===== config.mk =====
export PLATFORM = sky130hd
export DESIGN_NAME = sysirq_router
export DESIGN_NICKNAME = d
export VERILOG_FILES = /design/src/rtl/sysirq_pkg.sv /design/src/rtl/sysirq_ctrl.sv /design/src/rtl/sysirq_state.sv /design/src/rtl/sysirq_route.sv /design/src/rtl/sysirq_router.sv
export SDC_FILE = /design/constraint.sdc
export NUM_CORES = 1
export LEC_CHECK = 0
export BUFFER_PORTS_ARGS = -buffer_cell sky130_fd_sc_hd__clkbuf_2
export CAP_MARGIN = 20
export CORE_MARGIN = 4
export CORE_UTILIZATION = 48
export DETAILED_ROUTE_END_ITERATION = 8
export GPL_ROUTABILITY_DRIVEN = 1
export GPL_TIMING_DRIVEN = 1
export PLACE_DENSITY = 0.86
export SLEW_MARGIN = 30
export SYNTH_ARGS = -nofsm -noshare
export SYNTH_HDL_FRONTEND = slang
export SYNTH_SLANG_ARGS = --single-unit
export TNS_END_PERCENT = 50

===== constraint.sdc =====
create_clock -name clk -period 1.8 [get_ports clk]
set_input_delay 0.18 -clock clk [delete_from_list [all_inputs] [get_ports clk]]
set_output_delay 0.18 -clock clk [all_outputs]
set_load 0.1 [all_outputs]

===== src/rtl/sysirq_pkg.sv =====
package sysirq_pkg;

  localparam int SRC_N  = 32;
  localparam int WORD_W = 32;
  localparam int OFS_W  = 3;

  typedef enum logic [OFS_W-1:0] {
    OFS_PEND = 3'd0,
    OFS_MASK = 3'd1,
    OFS_ENA  = 3'd2,
    OFS_DIS  = 3'd3,
    OFS_TGT  = 3'd4
  } regOfs_e;

  // strobes from the decoder to the state datapath
  typedef struct packed {
    logic              enaStb;
    logic              disStb;
    logic              tgtStb;
    logic [WORD_W-1:0] maskBits;   // write data with hard-wired bits removed
  } ctlStb_t;

endpackage


===== src/rtl/sysirq_ctrl.sv =====
module sysirq_ctrl
  import sysirq_pkg::*;
#(
  parameter int              CPU_W      = 4,
  parameter logic [WORD_W-1:0] FIXED_MASK = 32'h4FB2007F
) (
  input  logic              busWr,
  input  logic [OFS_W-1:0]  busAddr,
  input  logic [WORD_W-1:0] busWrData,
  output ctlStb_t           stb,
  output logic [CPU_W-1:0]  tgtVal
);

  regOfs_e ofs;

  always_comb begin
    ofs          = regOfs_e'(busAddr);
    stb.enaStb   = 1'b0;
    stb.disStb   = 1'b0;
    stb.tgtStb   = 1'b0;
    stb.maskBits = busWrData & ~FIXED_MASK;
    if (busWr) begin
      case (ofs)
        OFS_ENA: stb.enaStb = 1'b1;
        OFS_DIS: stb.disStb = 1'b1;
        OFS_TGT: stb.tgtStb = 1'b1;
        default: ;
      endcase
    end
  end

  assign tgtVal = busWrData[CPU_W-1:0];

endmodule


===== src/rtl/sysirq_state.sv =====
module sysirq_state
  import sysirq_pkg::*;
#(
  parameter int                      CPU_W       = 4,
  parameter int                      LVL_W       = 4,
  parameter logic [SRC_N*LVL_W-1:0]  LEVEL_TABLE = '0,
  parameter logic [WORD_W-1:0]       DIS_RESET   = 32'h004DFF80
) (
  input  logic              clk,
  input  logic              rst_n,
  input  logic [SRC_N-1:0]  irqIn,
  input  ctlStb_t           stb,
  input  logic [CPU_W-1:0]  tgtVal,
  input  logic [OFS_W-1:0]  rdOfs,
  output logic [SRC_N-1:0]  pendReg,
  output logic [WORD_W-1:0] disReg,
  output logic [CPU_W-1:0]  tgtReg,
  output logic [WORD_W-1:0] rdData
);

  logic [SRC_N-1:0] liveMask;
  logic [SRC_N-1:0] irqPrev;
  logic [SRC_N-1:0] riseV, fallV, pendNext;
  logic [WORD_W-1:0] disNext;

  // sources mapped to level 0 never record anything
  for (genvar i = 0; i < SRC_N; i++) begin : g_live
    assign liveMask[i] = |LEVEL_TABLE[i*LVL_W +: LVL_W];
  end

  assign riseV = irqIn & ~irqPrev & liveMask;
  assign fallV = ~irqIn & irqPrev & liveMask;

  always_comb begin
    pendNext = (pendReg | riseV) & ~fallV;
    disNext  = disReg;
    if (stb.enaStb) disNext = disReg & ~stb.maskBits;
    if (stb.disStb) begin
      disNext  = disReg | stb.maskBits;
      pendNext = pendNext & ~stb.maskBits;   // discard beats a same-cycle edge
    end
  end

  always_ff @(posedge clk) begin
    if (!rst_n) begin
      irqPrev <= '0;
      pendReg <= '0;
      disReg  <= DIS_RESET;
      tgtReg  <= '0;
    end else begin
      irqPrev <= irqIn;
      pendReg <= pendNext;
      disReg  <= disNext;
      if (stb.tgtStb) tgtReg <= tgtVal;
    end
  end

  always_comb begin
    case (regOfs_e'(rdOfs))
      OFS_PEND: rdData = {1'b0, pendReg[SRC_N-2:0]};
      OFS_MASK: rdData = disReg;
      OFS_TGT:  rdData = WORD_W'(tgtReg);
      default:  rdData = '0;
    endcase
  end

endmodule


===== src/rtl/sysirq_route.sv =====
module sysirq_route
  import sysirq_pkg::*;
#(
  parameter int                     NUM_CPU     = 16,
  parameter int                     CPU_W       = 4,
  parameter int                     LVL_W       = 4,
  parameter logic [SRC_N*LVL_W-1:0] LEVEL_TABLE = '0
) (
  input  logic                          clk,
  input  logic                          rst_n,
  input  logic [SRC_N-1:0]              pendReg,
  input  logic [WORD_W-1:0]             disReg,
  input  logic [CPU_W-1:0]              tgtReg,
  output logic [NUM_CPU*(1<<LVL_W)-1:0] cpuLvlReq
);

  localparam int NUM_LVL = 1 << LVL_W;

  logic [SRC_N-1:0]   effV;
  logic [NUM_LVL-1:0] lvlVec;

  assign effV = pendReg & ~disReg[SRC_N-1:0];

  always_comb begin
    lvlVec = '0;
    for (int i = 0; i < SRC_N; i++) begin
      if (effV[i]) lvlVec[LEVEL_TABLE[i*LVL_W +: LVL_W]] = 1'b1;
    end
    if (disReg[WORD_W-1]) lvlVec = '0;   // master gate
  end

  for (genvar c = 0; c < NUM_CPU; c++) begin : g_cpu
    always_ff @(posedge clk) begin
      if (!rst_n) cpuLvlReq[c*NUM_LVL +: NUM_LVL] <= '0;
      else        cpuLvlReq[c*NUM_LVL +: NUM_LVL] <= (tgtReg == CPU_W'(c)) ? lvlVec : '0;
    end
  end

endmodule


===== src/rtl/sysirq_router.sv =====
module sysirq_router
  import sysirq_pkg::*;
#(
  parameter int                     NUM_CPU     = 16,
  parameter int                     LVL_W       = 4,
  parameter logic [SRC_N*LVL_W-1:0] LEVEL_TABLE = 128'hFEDCBA98765432_10_FEDCBA9876543210,
  parameter logic [WORD_W-1:0]      FIXED_MASK  = 32'h4FB2007F,
  parameter logic [WORD_W-1:0]      DIS_RESET   = 32'h004DFF80
) (
  input  logic                          clk,
  input  logic                          rst_n,
  input  logic [SRC_N-1:0]              irqIn,
  input  logic                          busWr,
  input  logic [OFS_W-1:0]              busAddr,
  input  logic [WORD_W-1:0]             busWrData,
  output logic [WORD_W-1:0]             rdData,
  output logic [NUM_CPU*(1<<LVL_W)-1:0] cpuLvlReq
);

  localparam int CPU_W = (NUM_CPU > 1) ? $clog2(NUM_CPU) : 1;

  ctlStb_t           stb;
  logic [CPU_W-1:0]  tgtVal;
  logic [SRC_N-1:0]  pendReg;
  logic [WORD_W-1:0] disReg;
  logic [CPU_W-1:0]  tgtReg;

  sysirq_ctrl #(.CPU_W(CPU_W), .FIXED_MASK(FIXED_MASK)) ctrl_i (
    .busWr(busWr), .busAddr(busAddr), .busWrData(busWrData),
    .stb(stb), .tgtVal(tgtVal)
  );

  sysirq_state #(.CPU_W(CPU_W), .LVL_W(LVL_W), .LEVEL_TABLE(LEVEL_TABLE),
                 .DIS_RESET(DIS_RESET)) state_i (
    .clk(clk), .rst_n(rst_n), .irqIn(irqIn), .stb(stb), .tgtVal(tgtVal),
    .rdOfs(busAddr), .pendReg(pendReg), .disReg(disReg), .tgtReg(tgtReg),
    .rdData(rdData)
  );

  sysirq_route #(.NUM_CPU(NUM_CPU), .CPU_W(CPU_W), .LVL_W(LVL_W),
                 .LEVEL_TABLE(LEVEL_TABLE)) route_i (
    .clk(clk), .rst_n(rst_n), .pendReg(pendReg), .disReg(disReg),
    .tgtReg(tgtReg), .cpuLvlReq(cpuLvlReq)
  );

endmodule


==> results.md <==
* Status: complete, no violations
* Cell total after placement at 1,526
* Vias per inst at 4.90
* Final Hold Vio Count at 0
* Hold Slack at 77.9 ps
* Critical path arrival at 1570 ps
* Chip height at 151 um
* CTS Buf Count at 31
* Synthesized instance count at 941
* Cell leakage power at 6.35 nW
* Share of post-route cells with drive strength above 1 at 0.333
* Area leader, netlist: dfxtp_1
* CP Launch Type: flip-flop
* Period utilization at 0.974
* Worst vdd ir at 0.000895 V
* PD cells at 1140 nW/um^2
* Clock-pin transition on the worst setup and hold timing paths at 60 ps
* Total Routing Usage GR at 0.261
* Met3 usage at 0.0661
* Antenna Nets Post-Route at 0
* # H-tree levels at 1
* Hpwl dp at 20,200 um
* Crit path capture type: output pin
* Met1 Use GR at 0.277
* Buffers added on ports at 343
* Crit Path Class: reg -> out
* Measured slew at the worst slew-check pin at 867 ps
* Grt ovf at 0
* Clk buf depth at 3
* Slowest cell on crit path: dfxtp_1
* CTS root buf: clkbuf_16
* Gpl congestion at 0.819
* Initial antenna violation count at 1
* Main synth FF type: dfxtp_1
* Largest net degree at the start of global routing at 75
* Die Wd at 151 um
* Post-CTS Setup Inserts at 0
* Post-synth ARST share at 0
* Initial Utilization at 0.495
* DRT iter0 DRCs at 327
* DRC viols at 0
* Crit-path max FO at 6
* Number of cell rows at 51
* Crit path required time at 1620 ps
* Routed wire length at 30,700 um
* Crit path cell chain: mux2i_1 > nor3_2 > buf_6
* Hold Path Class: in -> reg
* Critical path's largest stage delay at 410 ps
* Dominant cells by area after synthesis: dfxtp_1 (69%), nor2_1 (9.9%), and2_1 (3.7%), maj3_1 (3.1%), nand2_1 (1.9%)
* Crit path buffers/inverters at 1
* Met2 GRT Util at 0.490
* Area Overhead vs Synth at 42.2%
* Syn Area/Cell at 10.4 sq um
* Post-synth EDFFs at 0
* Syn Nets at 1,011
* Top delay family on crit path: flip-flops
* Slew Viols, Final at 0
* Fmax at 0.570 GHz
* First-pass DRT Iterations at 5
* Warnings, synthesis at 0
* Seq/Total Area, Yosys at 0.689
* Non-Filler Instances at 1,631
* First-pass GRT wire length at 45,900 um
* Post-synthesis register bit count at 337
* Routed len/inst at 18.8 um
* Worst skew pair latency at 560 ps
* CORE AREA at 19,800 sq um
* Number of global-route vias before repair at 8,431
* Top cells by count, synth: dfxtp_1 (337), nor2_1 (257), and2_1 (58)
* Boundary Pins at 358
* Synth top area share at 0.689
* # clock sinks at 337
* # fillers at 1,308
* Min Tclk post-route at 1750 ps
* Top-count cell post-synth: dfxtp_1
* Synthesized area at 9790 sq um
* Final Setup Violations at 0
* Unrepaired setup endpoints after global routing: yes
* Synth unique cells at 29
* CTS tree: yes
* DR vias at 7,986
* GRT busiest layer: met2
* # nets final at 1,414
* Max Cap Viol at 0
* Final Skew at 21.8 ps
* Die area at 22,700 sq um
* Worst slew margin at 0.422
[state kept, by name (all words and copies together) (netlist names), named ones only]
signal             count
route_i.cpuLvlReq    256
state_i.irqPrev       30
state_i.pendReg       31
state_i.tgtReg         4
[final timing paths]
kind	start	to	slack (ps)	cells past startpoint
max reg2reg	state_i.tgtReg[1]	route_i.cpuLvlReq[149]	260	3
min	busWr	flip-flop	80	4
min reg2reg	state_i.tgtReg[2]	state_i.tgtReg[2]	500	2
max	state_i.tgtReg[1]	rdData[1]	50	3
[report_power, final]
group,total (mW),switching [mW],internal (mW)
clock,6.88,2.76,4.12
sequential,7.67,0.0851,7.59
combinational,1.27,0.853,0.419
[worst min-delay path, cell delays in order]
cell and delay (ps):
clkbuf_2 180, nand2_1 90, o21ai_0 70, nand3_1 70
[layout make-up]
type	count	area, sq um	area share
sequential	337	6750	0.485
timing repair buffer	427	2930	0.211
multi-input combinational	517	2700	0.194
clock buffer	40	870	0.0625
tap	265	332	0.0238
clock inverter	14	214	0.0154
inverter	30	113	0.00809
antenna	1	2.50	0.000180
[logic make-up after synthesis]
group	Yosys count	synth area share
adders and majority gates	30	0.0307
and+or+nand+nor	431	0.198
muxes	3	0.00307
AOI/OAI and AO/OA	53	0.0382
DFF	337	0.689
buffers and inverters	87	0.0403
[cell usage in the layout (no fill, tap or decap), types with 7 or more instances in the layout]
| master | count |
|---|---|
| o21bai_1 | 8 |
| inv_1 | 30 |
| nor2b_1 | 12 |
| and3_1 | 17 |
| buf_4 | 33 |
| nand2_1 | 49 |
| clkinv_2 | 7 |
| clkbuf_8 | 7 |
| clkbuf_2 | 311 |
| nand3_1 | 20 |
| a22o_2 | 8 |
| o21ai_0 | 20 |
| maj3_1 | 30 |
| dlygate4sd3_1 | 50 |
| dfxtp_1 | 333 |
| a22o_1 | 7 |
| and2_1 | 57 |
| nor2_1 | 257 |
| buf_12 | 29 |
| clkbuf_16 | 31 |
[stage by stage]
stage | setup WS [ps] | utilization | instance area, sq um | setup TNS [ps] | power, mW
3_5_place_dp | 253 | 0.621 | 12300 | 0 | 8.99
5_1_grt | -5.67 | 0.703 | 13900 | -5.67 | 16.3
6_report | 46.0 | 0.703 | 13900 | 0 | 15.8
2_1_floorplan | -81.5 | - | 9820 | -797 | 8.59
4_1_cts | -28.8 | 0.702 | 13900 | -28.8 | 15.9
3_3_place_gp | 343 | 0.621 | 12300 | 0 | 8.96
[timing repair]
action                                  in CTS  in global routing
endpoints found under the hold margin       78                  0
resized for setup                            8                  5
endpoints found under the setup margin       5                  4
pin swaps                                    0                  0
hold buffers                                50                  0
[metal layers]
layer  up-vias  part of all wire
li1       3741                 -
met1      3758              0.35
met2       411              0.53
met3        76             0.087
met4         0             0.031
met5         -                 0
Power figures use the tool's default switching activity.
